--- config.mk ---
export PLATFORM = sky130hd
export DESIGN_NAME = xfer_chunker
export DESIGN_NICKNAME = d
export VERILOG_FILES = /design/src/rtl/chunk_pkg.sv /design/src/rtl/chunk_calc.sv /design/src/rtl/tag_pool.sv /design/src/rtl/xfer_chunker.sv
export SDC_FILE = /design/constraint.sdc
export NUM_CORES = 1
export LEC_CHECK = 0
export BUFFER_PORTS_ARGS = -buffer_cell sky130_fd_sc_hd__buf_2
export CORE_MARGIN = 2
export CORE_UTILIZATION = 25
export CTS_CLUSTER_DIAMETER = 200
export DETAILED_ROUTE_END_ITERATION = 8
export SYNTH_ARGS = -nofsm -noshare
export SYNTH_HDL_FRONTEND = slang
export SYNTH_SLANG_ARGS = --single-unit
--- constraint.sdc ---
create_clock -name clk -period 11.1 [get_ports clk]
set_clock_uncertainty 0.1 [all_clocks]
set_input_delay 1.11 -clock clk [delete_from_list [all_inputs] [get_ports clk]]
set_output_delay 1.11 -clock clk [all_outputs]
set_load 0.005 [all_outputs]
--- src/rtl/chunk_pkg.sv ---
package chunk_pkg;

    localparam int ADDR_W     = 32;
    localparam int LEN_W      = 21;
    localparam int CHUNK_W    = 13;
    localparam int PAGE_W     = 12;
    localparam int PAGE_BYTES = 1 << PAGE_W;
    localparam int BASE_BYTES = 128;
    localparam int MAX_CODE   = 5;

    typedef enum logic [1:0] {
        ST_IDLE  = 2'd0,
        ST_ISSUE = 2'd1,
        ST_DRAIN = 2'd2
    } phase_t;

    typedef enum logic {
        DIR_WR = 1'b0,
        DIR_RD = 1'b1
    } dir_t;

    // Transfer still being split
    typedef struct packed {
        dir_t              dir;
        logic [ADDR_W-1:0] host;
        logic [ADDR_W-1:0] loc;
        logic [LEN_W-1:0]  rem;
    } xfer_t;

    // Bookkeeping of one read tag
    typedef struct packed {
        logic [ADDR_W-1:0]  base;
        logic [CHUNK_W-1:0] left;
    } tag_entry_t;

    function automatic logic [CHUNK_W-1:0] limit_bytes(input logic [2:0] code);
        if (code > 3'(MAX_CODE))
            return CHUNK_W'(PAGE_BYTES);
        return CHUNK_W'(BASE_BYTES) << code;
    endfunction

    function automatic logic [CHUNK_W-1:0] min_bytes(input logic [CHUNK_W-1:0] a,
                                                     input logic [CHUNK_W-1:0] b);
        return (a < b) ? a : b;
    endfunction

endpackage

--- src/rtl/chunk_calc.sv ---
module chunk_calc
    import chunk_pkg::*;
(
    input  xfer_t               cur,
    input  logic [2:0]          wr_code,
    input  logic [2:0]          rd_code,
    output logic [CHUNK_W-1:0]  len,
    output logic                last
);

    logic [CHUNK_W-1:0] lim;
    logic [CHUNK_W-1:0] gap;
    logic [CHUNK_W-1:0] rem_c;

    always_comb begin
        lim   = limit_bytes((cur.dir == DIR_RD) ? rd_code : wr_code);
        gap   = CHUNK_W'(PAGE_BYTES) - {1'b0, cur.host[PAGE_W-1:0]};
        rem_c = (cur.rem > LEN_W'(PAGE_BYTES)) ? CHUNK_W'(PAGE_BYTES)
                                               : cur.rem[CHUNK_W-1:0];
        len   = min_bytes(min_bytes(rem_c, lim), gap);
        last  = (cur.rem == LEN_W'(len));
    end

endmodule

--- src/rtl/tag_pool.sv ---
module tag_pool
    import chunk_pkg::*;
#(
    parameter int NTAG   = 4,
    parameter int TAG_W  = (NTAG > 1) ? $clog2(NTAG) : 1,
    parameter int DATA_W = 256
) (
    input  logic               clk,
    input  logic               rst,
    input  logic               alloc,
    input  logic [ADDR_W-1:0]  alloc_base,
    input  logic [CHUNK_W-1:0] alloc_len,
    output logic               avail,
    output logic [TAG_W-1:0]   free_tag,
    output logic [NTAG-1:0]    busy,
    input  logic               cpl_valid,
    input  logic [TAG_W-1:0]   cpl_tag,
    input  logic [PAGE_W-1:0]  cpl_offset,
    input  logic [CHUNK_W-1:0] cpl_bytes,
    input  logic [DATA_W-1:0]  cpl_data,
    output logic               wr_valid,
    output logic [ADDR_W-1:0]  wr_addr,
    output logic [CHUNK_W-1:0] wr_bytes,
    output logic [DATA_W-1:0]  wr_data
);

    tag_entry_t tbl [NTAG];
    logic       hit;

    // Lowest-numbered free tag
    always_comb begin
        avail    = 1'b0;
        free_tag = '0;
        for (int i = NTAG - 1; i >= 0; i--) begin
            if (!busy[i]) begin
                avail    = 1'b1;
                free_tag = TAG_W'(i);
            end
        end
    end

    assign hit = cpl_valid && (32'(cpl_tag) < NTAG) && busy[cpl_tag];

    always_ff @(posedge clk) begin
        if (rst) begin
            busy     <= '0;
            wr_valid <= 1'b0;
            wr_addr  <= '0;
            wr_bytes <= '0;
            wr_data  <= '0;
        end else begin
            wr_valid <= hit;
            if (hit) begin
                wr_addr  <= tbl[cpl_tag].base + ADDR_W'(cpl_offset);
                wr_bytes <= cpl_bytes;
                wr_data  <= cpl_data;
                tbl[cpl_tag].left <= tbl[cpl_tag].left - cpl_bytes;
                if (tbl[cpl_tag].left <= cpl_bytes)
                    busy[cpl_tag] <= 1'b0;
            end
            if (alloc) begin
                busy[free_tag]      <= 1'b1;
                tbl[free_tag].base  <= alloc_base;
                tbl[free_tag].left  <= alloc_len;
            end
        end
    end

endmodule

--- src/rtl/xfer_chunker.sv ---
module xfer_chunker
    import chunk_pkg::*;
#(
    parameter int NTAG   = 4,
    parameter int TAG_W  = (NTAG > 1) ? $clog2(NTAG) : 1,
    parameter int DATA_W = 256
) (
    input  logic               clk,
    input  logic               rst,
    input  logic [2:0]         cfg_wr_max,
    input  logic [2:0]         cfg_rd_max,
    input  logic               req_valid,
    output logic               req_ready,
    input  logic               req_dir,
    input  logic [31:0]        req_src,
    input  logic [31:0]        req_dst,
    input  logic [20:0]        req_len,
    output logic               sub_valid,
    input  logic               sub_ready,
    output logic               sub_dir,
    output logic [31:0]        sub_host,
    output logic [31:0]        sub_loc,
    output logic [12:0]        sub_len,
    output logic [TAG_W-1:0]   sub_tag,
    input  logic               cpl_valid,
    input  logic [TAG_W-1:0]   cpl_tag,
    input  logic [11:0]        cpl_offset,
    input  logic [12:0]        cpl_bytes,
    input  logic [DATA_W-1:0]  cpl_data,
    output logic               wr_valid,
    output logic [31:0]        wr_addr,
    output logic [12:0]        wr_bytes,
    output logic [DATA_W-1:0]  wr_data,
    output logic               done
);

    phase_t             state;
    xfer_t              cur;
    logic [CHUNK_W-1:0] nxt_len;
    logic               nxt_last;
    logic               tag_avail;
    logic [TAG_W-1:0]   free_tag;
    logic [NTAG-1:0]    tag_busy;
    logic               fire;
    logic               alloc;

    chunk_calc u_calc (
        .cur     (cur),
        .wr_code (cfg_wr_max),
        .rd_code (cfg_rd_max),
        .len     (nxt_len),
        .last    (nxt_last)
    );

    tag_pool #(
        .NTAG   (NTAG),
        .TAG_W  (TAG_W),
        .DATA_W (DATA_W)
    ) u_pool (
        .clk        (clk),
        .rst        (rst),
        .alloc      (alloc),
        .alloc_base (cur.loc),
        .alloc_len  (nxt_len),
        .avail      (tag_avail),
        .free_tag   (free_tag),
        .busy       (tag_busy),
        .cpl_valid  (cpl_valid),
        .cpl_tag    (cpl_tag),
        .cpl_offset (cpl_offset),
        .cpl_bytes  (cpl_bytes),
        .cpl_data   (cpl_data),
        .wr_valid   (wr_valid),
        .wr_addr    (wr_addr),
        .wr_bytes   (wr_bytes),
        .wr_data    (wr_data)
    );

    assign req_ready = (state == ST_IDLE);
    assign sub_valid = (state == ST_ISSUE) && ((cur.dir == DIR_WR) || tag_avail);
    assign sub_dir   = cur.dir;
    assign sub_host  = cur.host;
    assign sub_loc   = cur.loc;
    assign sub_len   = nxt_len;
    assign sub_tag   = (cur.dir == DIR_RD) ? free_tag : '0;
    assign fire      = sub_valid && sub_ready;
    assign alloc     = fire && (cur.dir == DIR_RD);

    always_ff @(posedge clk) begin
        if (rst) begin
            state <= ST_IDLE;
            cur   <= '0;
            done  <= 1'b0;
        end else begin
            done <= 1'b0;
            case (state)
                ST_IDLE: begin
                    if (req_valid) begin
                        cur.dir  <= dir_t'(req_dir);
                        cur.host <= req_dir ? req_src : req_dst;
                        cur.loc  <= req_dir ? req_dst : req_src;
                        cur.rem  <= req_len;
                        state    <= (req_len == '0) ? ST_DRAIN : ST_ISSUE;
                    end
                end
                ST_ISSUE: begin
                    if (fire) begin
                        cur.host <= cur.host + ADDR_W'(nxt_len);
                        cur.loc  <= cur.loc + ADDR_W'(nxt_len);
                        cur.rem  <= cur.rem - LEN_W'(nxt_len);
                        if (nxt_last)
                            state <= ST_DRAIN;
                    end
                end
                ST_DRAIN: begin
                    if (tag_busy == '0) begin
                        done  <= 1'b1;
                        state <= ST_IDLE;
                    end
                end
                default: state <= ST_IDLE;
            endcase
        end
    end

endmodule

==> metrics.md <==
| Metric | Value |
|---|---|
| Sequential cell area fraction in the yosys report | 0.484 |
| Post-Layout Inst Area | 34600 um^2 |
| Max stage delay on crit path | between 0.9 and 1 ns |
| Synth Instances | between 3k and 4k |
| Clock insertion delay at the later pin of the skew report | ~0.63 ns |
| Global-route wire length before repair | about 160000 um |
| Clock transition at path regs | approximately 0.060 ns |
| Die Footprint | approximately 110000 um^2 |
| Routed len/inst | 22.2 um |
| Final Hold Fails | 0 |
| Slew Limit Fails | 0 |
| Setup TNS | 0 ns |
| Drt drc | 0 |
| Drt via density | approximately 4.9 |
| Flops & latches, synth | around 580 |
| H-Tree Depth | 3 |
| Max Buffers Root-to-Sink | 3 |
| VDD IR max | between 0.0001 and 0.00015 V |
| Crit Path Class | reg2reg |
| Yosys cell types | 87 |
| Mean Syn Cell Area | around 9 um^2 |
| Syn Std Cell Area | between 20000 and 30000 um^2 |
| FP Rows | 121 |
| Synthesis-to-finish area growth | 26.0% |
| Filler instances | approximately 11k |
| Port Buf Inserts | 764 |
| Worst min-delay path class | reg2reg |
| Max Clk Rate | about 100 MHz |
| RSZ-0062 raised after global routing | false |
| I/O pin cnt | around 770 |
| Period utilization | 0.868 |
| Gr ovfl total | 0 |
| Routed Antenna Nets | 0 |
| Min Clock Period, post-route | slightly below 10 ns |
| Crit-path max FO | 19 |
| Ys async rst share | 0 |
| Final WL | between 100000 and 150000 um |
| Number of synthesized flops with an enable pin | 180 |
| Chip Width | 336 um |
| Maxcap violations | 0 |
| Die H | ~340 um |
| Share of the synthesized area in the top cell type | 0.288 |
| Gr usage total | 0.191 |
| Dpl cells | about 5.0k |
| Layout cells sized above 1 | 0.272 |
| Largest net degree at the start of global routing | roughly 180 |
| First-pass DRT Iterations | 6 |
| CP endpoint kind | flip-flop |
| Setup crit start kind | flip-flop |
| Register Area | between 10000 and 15000 um^2 |
| Main synth FF type | dfxtp_1 |
| Clk sinks | about 580 |
| Pleak | 14.4 nW |
| Gpl congestion | approximately 0.87 |
| Initial antenna violation count | 32 |
| Post-synthesis cell type with the largest combined area | dfxtp_1 |
| Post-DP Area | 32200 um^2 |
| TritonCTS Buffers | 70 |
| Power Density | 196 nW/um^2 |
| Synth Warn # | 0 |
| Syn Nets | approximately 3.5k |
| Final #Nets | 4090 |
| Root buf cell | clkbuf_16 |
| Multi-input gate area | approximately 13000 um^2 |
| Final setup violation count | 0 |
| Max-slew headroom | 0.165 |
| Post_cts resized | 0 |
| Commonest non-fill, non-tap cells in the layout | buf_2 (761), nand2_1 (727), a21oi_1 (406), dfxtp_1 (395), edfxtp_1 (180) |
| Post-CTS Hold Buffers | 0 |
| CP arrival | 10.06 ns |
| Commonest non-fill, non-tap cell in the layout | buf_2 |
| Fin cells | ~5.1k |
| CP most frequent cell | a21oi_1 |
| Core footprint | between 100000 and 150000 um^2 |
| Slew of the pin with the lowest slew margin | ~1.2 ns |
| Number of global-route vias before repair | between 20k and 25k |
| HPWL after DPL | ~85000 um |
| Initial DRC Count | 1858 |
| Initial Utilization | 0.252 |
| Worst Path Required | approximately 12 ns |
| Number of setup buffers added after CTS | 0 |
| Status | complete, no violations |
| Top post-synthesis cells by area | dfxtp_1 (29%), edfxtp_1 (20%), nand2_1 (9.9%) |
| Crit-path slowest cell | mux2i_1 |
| DR vias | about 25k |
| CTS tree | built |
-- through the flow --
| stage | worst slack [ns] | utilization | total power [mW] | hold slack [ns] |
|---|---|---|---|---|
| after floorplan | 2.62 | - | 3.71 | 0.337 |
| after global placement | 1.50 | 0.295 | 4.35 | 0.335 |
| after detailed placement | 1.26 | 0.295 | 4.37 | 0.343 |
| after CTS | 1.56 | 0.318 | 6.83 | 0.349 |
| after global routing | 0.849 | 0.318 | 7.10 | 0.364 |
| final | 1.46 | 0.318 | 6.78 | 0.349 |
-- flip-flops by register name (all words and copies together) (netlist names), 2 cells and up --
| register | count |
|---|---|
| u_pool.wr_data | 256 |
| u_pool.tbl | 180 |
| sub_host | 32 |
| sub_loc | 32 |
| u_pool.wr_addr | 32 |
| cur | 21 |
| u_pool.wr_bytes | 13 |
| u_pool.busy | 4 |
| state | 2 |
-- kinds of logic (layout without fill, tap and decap cells) --
logic type / after synthesis / in the layout / synth area share
other: 0 / 15 / 0
multiplexers: 142 / 142 / 0.0727
AO/OA/AOI/OAI: 745 / 745 / 0.161
XOR/XNOR: 73 / 73 / 0.0233
flip-flops: 575 / 575 / 0.484
buffers and inverters: 354 / 1017 / 0.0577
AND/OR/NAND/NOR: 1052 / 1052 / 0.162
adder cells (fa/ha/maj): 85 / 85 / 0.0396
-- cell type report --
cell class | instances | area share
inverters | 93 | 0.0101
diodes | 15 | 0.00108
well taps | 1414 | 0.0511
repair buffers | 794 | 0.118
clock buffers | 93 | 0.0575
multi-input cells | 2097 | 0.366
flip-flops and latches | 575 | 0.384
clock inverters | 37 | 0.0129
-- synth_stat cells (12+ instances only) --
library cell	count
o211ai_1	19
a21oi_1	406
a211oi_1	32
xnor2_1	49
and2_1	13
nand2b_1	12
nor4_1	21
ha_1	74
nor2_1	106
nand3_1	37
inv_1	89
a21o_1	35
nor2b_1	18
nand2_1	728
a31oi_1	12
buf_4	64
edfxtp_1	180
o21ai_0	108
mux4_2	45
mux2i_1	88
dfxtp_1	395
nor3_1	43
clkbuf_1	185
nand4_1	13
and3_1	21
xor2_1	24
-- worst paths after layout --
kind	start	end	slack (ns)	depth (start not counted)
hold / removal	u_pool.wr_addr[12]$_SDFFE_PP0P_	u_pool.wr_addr[12]$_SDFFE_PP0P_	0.35	2
setup reg to reg	cur[13]$_SDFFE_PP0P_	sub_host[29]$_SDFFE_PP0P_	1.46	29
setup / recovery	cur[13]$_SDFFE_PP0P_	sub_host[29]$_SDFFE_PP0P_	1.46	29
hold reg to reg	u_pool.wr_addr[12]$_SDFFE_PP0P_	u_pool.wr_addr[12]$_SDFFE_PP0P_	0.35	2
-- critical path: cells and delay by family (launching register included) --
kind / cells / cell delay (ns)
adder cells (fa/ha/maj): 5 / 1.63
AO/OA/AOI/OAI: 14 / 4.18
multiplexers: 2 / 1.41
buffers and inverters: 3 / 0.39
flip-flops: 1 / 0.36
AND/OR/NAND/NOR: 5 / 1.45
-- power by group --
| group | internal [mW] | leakage (nW) | total, mW | switching (mW) |
|---|---|---|---|---|
| logic | 0.737 | 8.34 | 1.94 | 1.20 |
| registers | 2.28 | 4.87 | 2.42 | 0.137 |
| clock network | 1.44 | 1.19 | 2.42 | 0.984 |
| total | 4.46 | 14.4 | 6.78 | 2.32 |
-- layer usage --
| metal | track usage | up-vias | wire length, um |
|---|---|---|---|
| li1 | - | 11800 | - |
| met1 | 0.231 | 12000 | 45200 |
| met2 | 0.329 | 905 | 57000 |
| met3 | 0.0420 | 168 | 7940 |
| met4 | 0.0706 | 12 | 3250 |
| met5 | 0 | - | 80 |
Power figures use the tool's default switching activity.
